File: src/rtl/rtcc_pkg.sv
package rtcc_pkg;

  localparam int NREG  = 8;
  localparam int IDX_W = $clog2(NREG);

  // host copy / working copy slot numbers (equal to addr[2:0] of the time registers)
  localparam logic [IDX_W-1:0] IDX_CENT  = 3'd0;
  localparam logic [IDX_W-1:0] IDX_SEC   = 3'd1;
  localparam logic [IDX_W-1:0] IDX_MIN   = 3'd2;
  localparam logic [IDX_W-1:0] IDX_HOUR  = 3'd3;
  localparam logic [IDX_W-1:0] IDX_DAY   = 3'd4;
  localparam logic [IDX_W-1:0] IDX_DATE  = 3'd5;
  localparam logic [IDX_W-1:0] IDX_MONTH = 3'd6;
  localparam logic [IDX_W-1:0] IDX_YEAR  = 3'd7;

  localparam logic [3:0] ADDR_CTRL = 4'h8;
  localparam logic [3:0] ADDR_SEC  = 4'h9;
  localparam logic [3:0] ADDR_DAY  = 4'hC;

  typedef struct packed {
    logic             advance;  // one-second step of the working copy
    logic             load;     // host copy -> working copy
    logic             refresh;  // working copy -> host copy
    logic             hostWr;   // host write into a host-copy field
    logic [IDX_W-1:0] wrIdx;
    logic [7:0]       wrData;
  } calStrobes_t;

  function automatic logic [7:0] fieldMask(input logic [IDX_W-1:0] idx);
    case (idx)
      IDX_SEC, IDX_MIN:              return 8'h7F;
      IDX_CENT, IDX_HOUR, IDX_DATE:  return 8'h3F;
      IDX_DAY:                       return 8'h07;
      IDX_MONTH:                     return 8'h1F;
      default:                       return 8'hFF;
    endcase
  endfunction

  function automatic logic [7:0] fieldLo(input logic [IDX_W-1:0] idx);
    case (idx)
      IDX_DAY, IDX_DATE, IDX_MONTH: return 8'h01;
      default:                      return 8'h00;
    endcase
  endfunction

  function automatic logic [7:0] fieldHi(input logic [IDX_W-1:0] idx,
                                         input logic [7:0] monthLen);
    case (idx)
      IDX_CENT:          return 8'h39;
      IDX_SEC, IDX_MIN:  return 8'h59;
      IDX_HOUR:          return 8'h23;
      IDX_DAY:           return 8'h07;
      IDX_DATE:          return monthLen;
      IDX_MONTH:         return 8'h12;
      default:           return 8'h99;
    endcase
  endfunction

  function automatic logic isLeapBcd(input logic [7:0] yr);
    if (yr[4]) return (yr[3:0] == 4'd2) || (yr[3:0] == 4'd6);
    return (yr[3:0] == 4'd0) || (yr[3:0] == 4'd4) || (yr[3:0] == 4'd8);
  endfunction

  function automatic logic [7:0] monthDays(input logic [7:0] mon, input logic [7:0] yr);
    case (mon)
      8'h02:                      return isLeapBcd(yr) ? 8'h29 : 8'h28;
      8'h04, 8'h06, 8'h09, 8'h11: return 8'h30;
      default:                    return 8'h31;
    endcase
  endfunction

  // {carry, next}: wraps to lo when invalid or at/above hi
  function automatic logic [8:0] bcdStep(input logic [7:0] v,
                                         input logic [7:0] lo,
                                         input logic [7:0] hi);
    if ((v[3:0] > 4'd9) || (v[7:4] > 4'd9) || (v >= hi)) return {1'b1, lo};
    if (v[3:0] == 4'd9) return {1'b0, v[7:4] + 4'd1, 4'd0};
    return {1'b0, v[7:4], v[3:0] + 4'd1};
  endfunction

endpackage

File: src/rtl/rtcc_ctrl.sv
module rtcc_ctrl
  import rtcc_pkg::*;
#(
  parameter int TICKS_PER_SEC = 32768
) (
  input  logic        clk,
  input  logic        rstN,
  input  logic        oscTick,
  input  logic [3:0]  addr,
  input  logic        wrEn,
  input  logic [7:0]  wrData,
  output calStrobes_t stb,
  output logic        oscStop,
  output logic        ftEn,
  output logic        wHold,
  output logic        rHold
);

  localparam int CNT_W = (TICKS_PER_SEC > 1) ? $clog2(TICKS_PER_SEC) : 1;
  localparam logic [CNT_W-1:0] CNT_LAST = CNT_W'(TICKS_PER_SEC - 1);

  logic [CNT_W-1:0] preCnt;
  logic             ctrlWr;
  logic             loadNow;
  logic             secTick;

  assign ctrlWr  = wrEn && (addr == ADDR_CTRL);
  assign loadNow = ctrlWr && wHold && !wrData[7];
  assign secTick = oscTick && (preCnt == CNT_LAST);

  always_ff @(posedge clk) begin
    if (!rstN) begin
      preCnt <= '0;
    end else if (oscStop || loadNow) begin
      preCnt <= '0;
    end else if (oscTick) begin
      preCnt <= (preCnt == CNT_LAST) ? '0 : preCnt + CNT_W'(1);
    end
  end

  always_ff @(posedge clk) begin
    if (!rstN) begin
      wHold   <= 1'b0;
      rHold   <= 1'b0;
      oscStop <= 1'b1;
      ftEn    <= 1'b0;
    end else begin
      if (ctrlWr) begin
        wHold <= wrData[7];
        rHold <= wrData[6];
      end
      if (wrEn && (addr == ADDR_SEC)) oscStop <= wrData[7];
      if (wrEn && (addr == ADDR_DAY)) ftEn    <= wrData[6];
    end
  end

  always_comb begin
    stb.advance = secTick && !oscStop && !loadNow;
    stb.load    = loadNow;
    stb.refresh = !wHold && !rHold;
    stb.hostWr  = wrEn && wHold && addr[3];
    stb.wrIdx   = addr[IDX_W-1:0];
    stb.wrData  = wrData;
  end

endmodule

File: src/rtl/rtcc_datapath.sv
module rtcc_datapath
  import rtcc_pkg::*;
(
  input  logic        clk,
  input  logic        rstN,
  input  calStrobes_t stb,
  input  logic        rdEn,
  input  logic [3:0]  addr,
  input  logic        oscStop,
  input  logic        ftEn,
  input  logic        wHold,
  input  logic        rHold,
  output logic [7:0]  rdData
);

  logic [7:0]      workReg [NREG];
  logic [7:0]      hostReg [NREG];
  logic [8:0]      stepRes [NREG];
  logic [NREG-1:0] carry;
  logic [NREG-1:0] fieldEn;
  logic [7:0]      monthLen;

  assign monthLen = monthDays(workReg[IDX_MONTH], workReg[IDX_YEAR]);

  for (genvar g = 0; g < NREG; g++) begin : gStep
    localparam logic [IDX_W-1:0] GI = IDX_W'(g);
    assign stepRes[g] = bcdStep(workReg[g], fieldLo(GI), fieldHi(GI, monthLen));
    assign carry[g]   = stepRes[g][8];
  end

  // carry chain: sec -> min -> hour -> {day, date} -> month -> year -> century
  always_comb begin
    fieldEn            = '0;
    fieldEn[IDX_SEC]   = 1'b1;
    fieldEn[IDX_MIN]   = carry[IDX_SEC];
    fieldEn[IDX_HOUR]  = fieldEn[IDX_MIN]  && carry[IDX_MIN];
    fieldEn[IDX_DAY]   = fieldEn[IDX_HOUR] && carry[IDX_HOUR];
    fieldEn[IDX_DATE]  = fieldEn[IDX_DAY];
    fieldEn[IDX_MONTH] = fieldEn[IDX_DATE]  && carry[IDX_DATE];
    fieldEn[IDX_YEAR]  = fieldEn[IDX_MONTH] && carry[IDX_MONTH];
    fieldEn[IDX_CENT]  = fieldEn[IDX_YEAR]  && carry[IDX_YEAR];
  end

  always_ff @(posedge clk) begin
    if (!rstN) begin
      for (int i = 0; i < NREG; i++) workReg[i] <= fieldLo(IDX_W'(i));
    end else if (stb.load) begin
      for (int i = 0; i < NREG; i++) workReg[i] <= hostReg[i];
      workReg[IDX_CENT] <= stb.wrData & fieldMask(IDX_CENT);
    end else if (stb.advance) begin
      for (int i = 0; i < NREG; i++)
        if (fieldEn[i]) workReg[i] <= stepRes[i][7:0];
    end
  end

  always_ff @(posedge clk) begin
    if (!rstN) begin
      for (int i = 0; i < NREG; i++) hostReg[i] <= fieldLo(IDX_W'(i));
    end else if (stb.refresh) begin
      for (int i = 0; i < NREG; i++) hostReg[i] <= workReg[i];
    end else if (stb.hostWr) begin
      hostReg[stb.wrIdx] <= stb.wrData & fieldMask(stb.wrIdx);
    end
  end

  always_comb begin
    rdData = 8'h00;
    if (rdEn) begin
      case (addr)
        4'h8:                      rdData = {wHold, rHold, hostReg[IDX_CENT][5:0]};
        4'h9:                      rdData = {oscStop, hostReg[IDX_SEC][6:0]};
        4'hC:                      rdData = {1'b0, ftEn, 3'b000, hostReg[IDX_DAY][2:0]};
        4'hA, 4'hB, 4'hD, 4'hE, 4'hF: rdData = hostReg[addr[IDX_W-1:0]];
        default:                   rdData = 8'h00;
      endcase
    end
  end

endmodule

File: src/rtl/bcd_clock_calendar.sv
module bcd_clock_calendar
  import rtcc_pkg::*;
#(
  parameter int TICKS_PER_SEC = 32768
) (
  input  logic       clk,
  input  logic       rstN,
  input  logic       oscTick,
  input  logic [3:0] addr,
  input  logic       wrEn,
  input  logic       rdEn,
  input  logic [7:0] wrData,
  output logic [7:0] rdData,
  output logic       freqTestEn
);

  calStrobes_t stb;
  logic        oscStop;
  logic        ftEn;
  logic        wHold;
  logic        rHold;

  rtcc_ctrl #(.TICKS_PER_SEC(TICKS_PER_SEC)) u_ctrl (
    .clk(clk), .rstN(rstN), .oscTick(oscTick), .addr(addr), .wrEn(wrEn),
    .wrData(wrData), .stb(stb), .oscStop(oscStop), .ftEn(ftEn),
    .wHold(wHold), .rHold(rHold)
  );

  rtcc_datapath u_dp (
    .clk(clk), .rstN(rstN), .stb(stb), .rdEn(rdEn), .addr(addr),
    .oscStop(oscStop), .ftEn(ftEn), .wHold(wHold), .rHold(rHold),
    .rdData(rdData)
  );

  assign freqTestEn = ftEn;

endmodule

File: config.mk
export PLATFORM = sky130hd
export DESIGN_NAME = bcd_clock_calendar
export DESIGN_NICKNAME = d
export VERILOG_FILES = /design/src/rtl/rtcc_pkg.sv /design/src/rtl/rtcc_ctrl.sv /design/src/rtl/rtcc_datapath.sv /design/src/rtl/bcd_clock_calendar.sv
export SDC_FILE = /design/constraint.sdc
export NUM_CORES = 1
export LEC_CHECK = 0
export ABC_CLOCK_PERIOD_IN_PS = 7100
export BUFFER_PORTS_ARGS = -buffer_cell sky130_fd_sc_hd__clkbuf_2
export CAP_MARGIN = 40
export CORE_ASPECT_RATIO = 0.7
export CORE_MARGIN = 4
export CORE_UTILIZATION = 46
export DETAILED_ROUTE_END_ITERATION = 8
export PLACE_DENSITY = 0.74
export SKIP_LAST_GASP = 1
export SYNTH_ARGS = -nofsm -noshare
export SYNTH_HDL_FRONTEND = slang
export SYNTH_HIERARCHICAL = 1
export SYNTH_SLANG_ARGS = --single-unit
File: constraint.sdc
create_clock -name clk -period 7.1 [get_ports clk]
set_clock_uncertainty 0.05 [all_clocks]
set_input_delay 0 -clock clk [delete_from_list [all_inputs] [get_ports clk]]
set_output_delay 0 -clock clk [all_outputs]
set_load 0.02 [all_outputs]
==> impl_results.md <==
- Number of enable flip-flop cells after synthesis: roughly 130
- I/O pin cnt: 26
- Cell Pwr Density: 221.7 nW/um2
- Clock Sinks: between 100 and 150
- Gate power share: 0.071
- Flop2flop setup slack: between 3000 and 4000 ps
- Die Ht: 121.5 um
- Minimum clock period: 3878 ps
- Static Leak: roughly 3.5 nW
- Clock share of power: 0.449
- RR Endpoint: u_dp/workReg[1][6]$_DFFE_PP_
- Xor-xnor portion of the synthesized cell area: 0.03931
- DRT iter0 DRCs: approximately 1,100
- Endpoint, Worst Hold: u_ctrl/oscStop$_SDFFE_PN1P_
- Drt first pass iters: 6
- Max-slew violations: 0
- Vias: about 6,700
- Post-CTS Setup Inserts: 0
- # rows: a little over 40
- Top layer in use: met5
- Yosys cell types: 73
- Max VDD drop: around 0.17 mV
- Critical path endpoint category: flop
- GRT Residual Overflow: 0
- Layout Area Growth over Synthesis: 10.69%
- Yosys warnings: 6
- Syn_area_per_cell: ~10 um2
- Largest family of logic cells by synthesized area: simple AND/OR/NAND/NOR gates
- Antenna violations before repair: 2
- Hold Crit Class: in2reg
- First-pass GRT wire length: 35,130 um
- Seq pwr share: 0.480
- Number of cells on the worst reg-to-reg path: 7
- RSZ-0062 raised after global routing: no
- Least-Margin Pin Slew: approximately 960 ps
- Number of global-route vias before repair: ~6,000
- H-Tree Depth: 4
- Final Setup Violations: 0
- Status: finished clean
- Port bufs: 25
- Final setup TNS: 0 ps
- Clock buffer depth: 2
- Post-DRT Antenna Nets: 0
- DR WL met3: between 3000 and 4000 um
- Root Buffer: clkbuf_16
- CTS tree: built
- Remaining DRCs: 0
- Reg2reg start: u_ctrl/preCnt[3]$_SDFFE_PP0P_
- Antenna Cells: 0
- Fin crit share: 0.5462
- GPL Wtd Cong: 0.9462
- # nets final: about 860
- Routed WL per cell: between 20 and 25 um
- Final Hold Viols: 0
- Placed cell areas: slightly below 9000 um2
- Yosys reg bits: 145
- Int Pwr: around 1.6 mW
- CP startpoint kind: flop
- WHS Path Cells: 3
- Met1 Wirelength: slightly below 10,000 um
- Clock-pin slew on the worst setup and hold paths: ~60 ps
- DR WL met2: just over 9000 um
- HP Start: rstN
- Global-route usage over all layers: 0.2245
- Fmax: between 200 and 300 MHz
- Core area: between 15,000 and 20,000 um2
- Sequential area share after synthesis: 0.4919
- Ys async rst share: 0
- Synthesized area: about 8500 um2
- Final instance area: 9370 um2
- Sw frac: 0.2443
- Share of cells above drive strength 1: 0.1185
- Crit-path max FO: 8
- Placed wire-length estimate: 16,190 um
- Post-Synth Simple-Gate Area: 0.1816
- Clk_lat worst skew: approximately 430 ps
- Max-Cap Viols: 0
- NetSw: 507.5 uW
- Clock buffer count from CTS: 17
- Multiplexer share of the synthesized area: 0.04863
- Setup CP Type: reg2reg
- Compound-Gate Fraction of Synth Area: 0.1488
- Total die area: roughly 21,000 um2
- Avg Vias per Cell: around 6.3
- CTS resizes: 0
- FILL cells: 1,591
- Final WL: around 23,000 um
- Critical Path AT: approximately 4000 ps
- Fraction of the mapped netlist area in adder cells: 0.03843
- Critical path required time: between 7000 and 8000 ps
- Largest net degree at the start of global routing: 59
- Top_reg_cell synth: edfxtp_1
- Normalized max-slew margin: 0.3575
- Synth Instances: just over 800
- Initial Util: 0.4688
- Die Span X: ~170 um
## logic make-up (layout without fill, tap and decap cells)
family,after synthesis,count (layout)
other,1,2
multiplexers,31,31
flip-flops,145,145
buffers and inverters,96,114
XOR/XNOR,38,38
AO/OA/AOI/OAI,179,179
AND/OR/NAND/NOR,292,292
adder cells (fa/ha/maj),26,26
## final cells by class
cell class	count	area [um2]	area share
Clock inverter	8	56.30	0.006009
Multi-Input combinational cell	568	3875	0.4135
Timing Repair Buffer	41	265.3	0.02831
Tap cell	236	295.3	0.03151
Inverter	41	153.9	0.01642
Sequential cell	145	4164	0.4444
Clock buffer	24	560.5	0.05982
## power groups by stage
stage / registers [mW] / logic [mW] / clock network [mW]
after floorplan: 0.990 / 0.111 / 0
after global placement: 1.01 / 0.137 / 0
after detailed placement: 1.01 / 0.141 / 0
after CTS: 0.994 / 0.145 / 0.935
after global routing: 0.998 / 0.161 / 0.976
final: 0.997 / 0.148 / 0.933
## placed cells by master, fill, tap and decap left out, drive strengths merged, types with 14 or more instances in the layout
cell | synthesis | final
a21oi | 22 | 22
a22o | 19 | 19
and3 | 30 | 30
clkbuf | 31 | 49
dfxtp | 19 | 19
edfxtp | 126 | 126
ha | 26 | 26
inv | 41 | 46
mux2i | 19 | 19
nand2 | 81 | 81
nand3 | 42 | 42
nor2 | 60 | 60
o21ai | 54 | 54
o22ai | 25 | 25
xnor2 | 14 | 14
xor2 | 24 | 24
## flip-flops by register name, indices dropped and copies added (netlist names)
| name | count |
|---|---|
| u_dp/workReg | 64 |
| u_dp/hostReg | 62 |
| u_ctrl/preCnt | 15 |
| u_ctrl/ftEn | 1 |
| u_ctrl/oscStop | 1 |
| u_ctrl/rHold | 1 |
| u_ctrl/wHold | 1 |
## worst max-delay path: stages, from the launching register on
cell,delay (ps)
dfxtp_1,400
and4_1,390
nand4_1,250
nor4_1,840
and3b_1,520
o2111ai_2,310
nor2_1,540
a21oi_1,270
## per-stage QoR
step | power (mW) | setup WS [ps] | util | hold slack (ps) | std cells
final | 2.078 | 3222 | 0.5189 | 30.86 | 1063
after global routing | 2.135 | 3017 | 0.5189 | 78.73 | 1063
after CTS | 2.074 | 3309 | 0.5189 | 27.61 | 1063
after detailed placement | 1.152 | 3206 | 0.4803 | 231.8 | 1023
after global placement | 1.148 | 3436 | 0.4795 | 230.8 | 1021
after floorplan | 1.102 | 3936 | - | 11.94 | 809
## metal layers
metal	GRT usage	up-vias
met2	0.3043	425
met3	0.06480	39
met1	0.3465	3206
met4	0.06584	2
met5	0	-
li1	-	3012
## synth_stat cells (all sizes together), types with 3 or more instances
master	n	area [um2]
and3b	3	26.28
ha	26	325.3
nor2	60	232.7
and4	3	26.28
and2	10	62.56
nand2b	7	43.79
o21a	3	22.52
nand4	13	87.58
edfxtp	126	3784
o31ai	3	22.52
o21ai	54	270.3
nor3b	4	30.03
a2bb2oi	4	35.03
nand3	42	222.7
and3	30	190.2
a31oi	3	18.77
a211oi	5	42.54
buf	24	160.1
xnor2	14	122.6
xor2	24	210.2
nand2	81	304.0
a21oi	22	110.1
mux4	7	157.7
nor3	9	56.31
dfxtp	19	380.4
clkbuf	31	116.4
a32o	7	70.07
o22ai	25	162.6
a22o	19	166.4
nand3b	8	60.06
mux2i	19	190.2
inv	41	153.9
mux2	5	63.81
o41ai	3	26.28
o2111ai	3	38.79
a22oi	10	75.07
nor2b	11	68.82
## repair_timing
item / CTS / global route
endpoints found under the hold margin: 14 / 0
endpoints found under the setup margin: 0 / 0
hold buffers: 8 / 0
## how the worst max path moves through the flow
stage / to / start / depth (start not counted)
floorplan: u_dp/workReg[1][20]$_DFFE_PP_ / u_dp/workReg[1][20]$_DFFE_PP_ / 12
global route: u_dp/workReg[1][6]$_DFFE_PP_ / u_ctrl/preCnt[3]$_SDFFE_PP0P_ / 7
CTS: u_dp/workReg[1][6]$_DFFE_PP_ / u_ctrl/preCnt[3]$_SDFFE_PP0P_ / 7
global placement: u_dp/workReg[1][5]$_DFFE_PP_ / addr[0] / 8
detailed placement: u_dp/workReg[1][4]$_DFFE_PP_ / addr[0] / 8
finish: u_dp/workReg[1][6]$_DFFE_PP_ / u_ctrl/preCnt[3]$_SDFFE_PP0P_ / 7
Note: power is estimated with default switching activity, not from simulation.
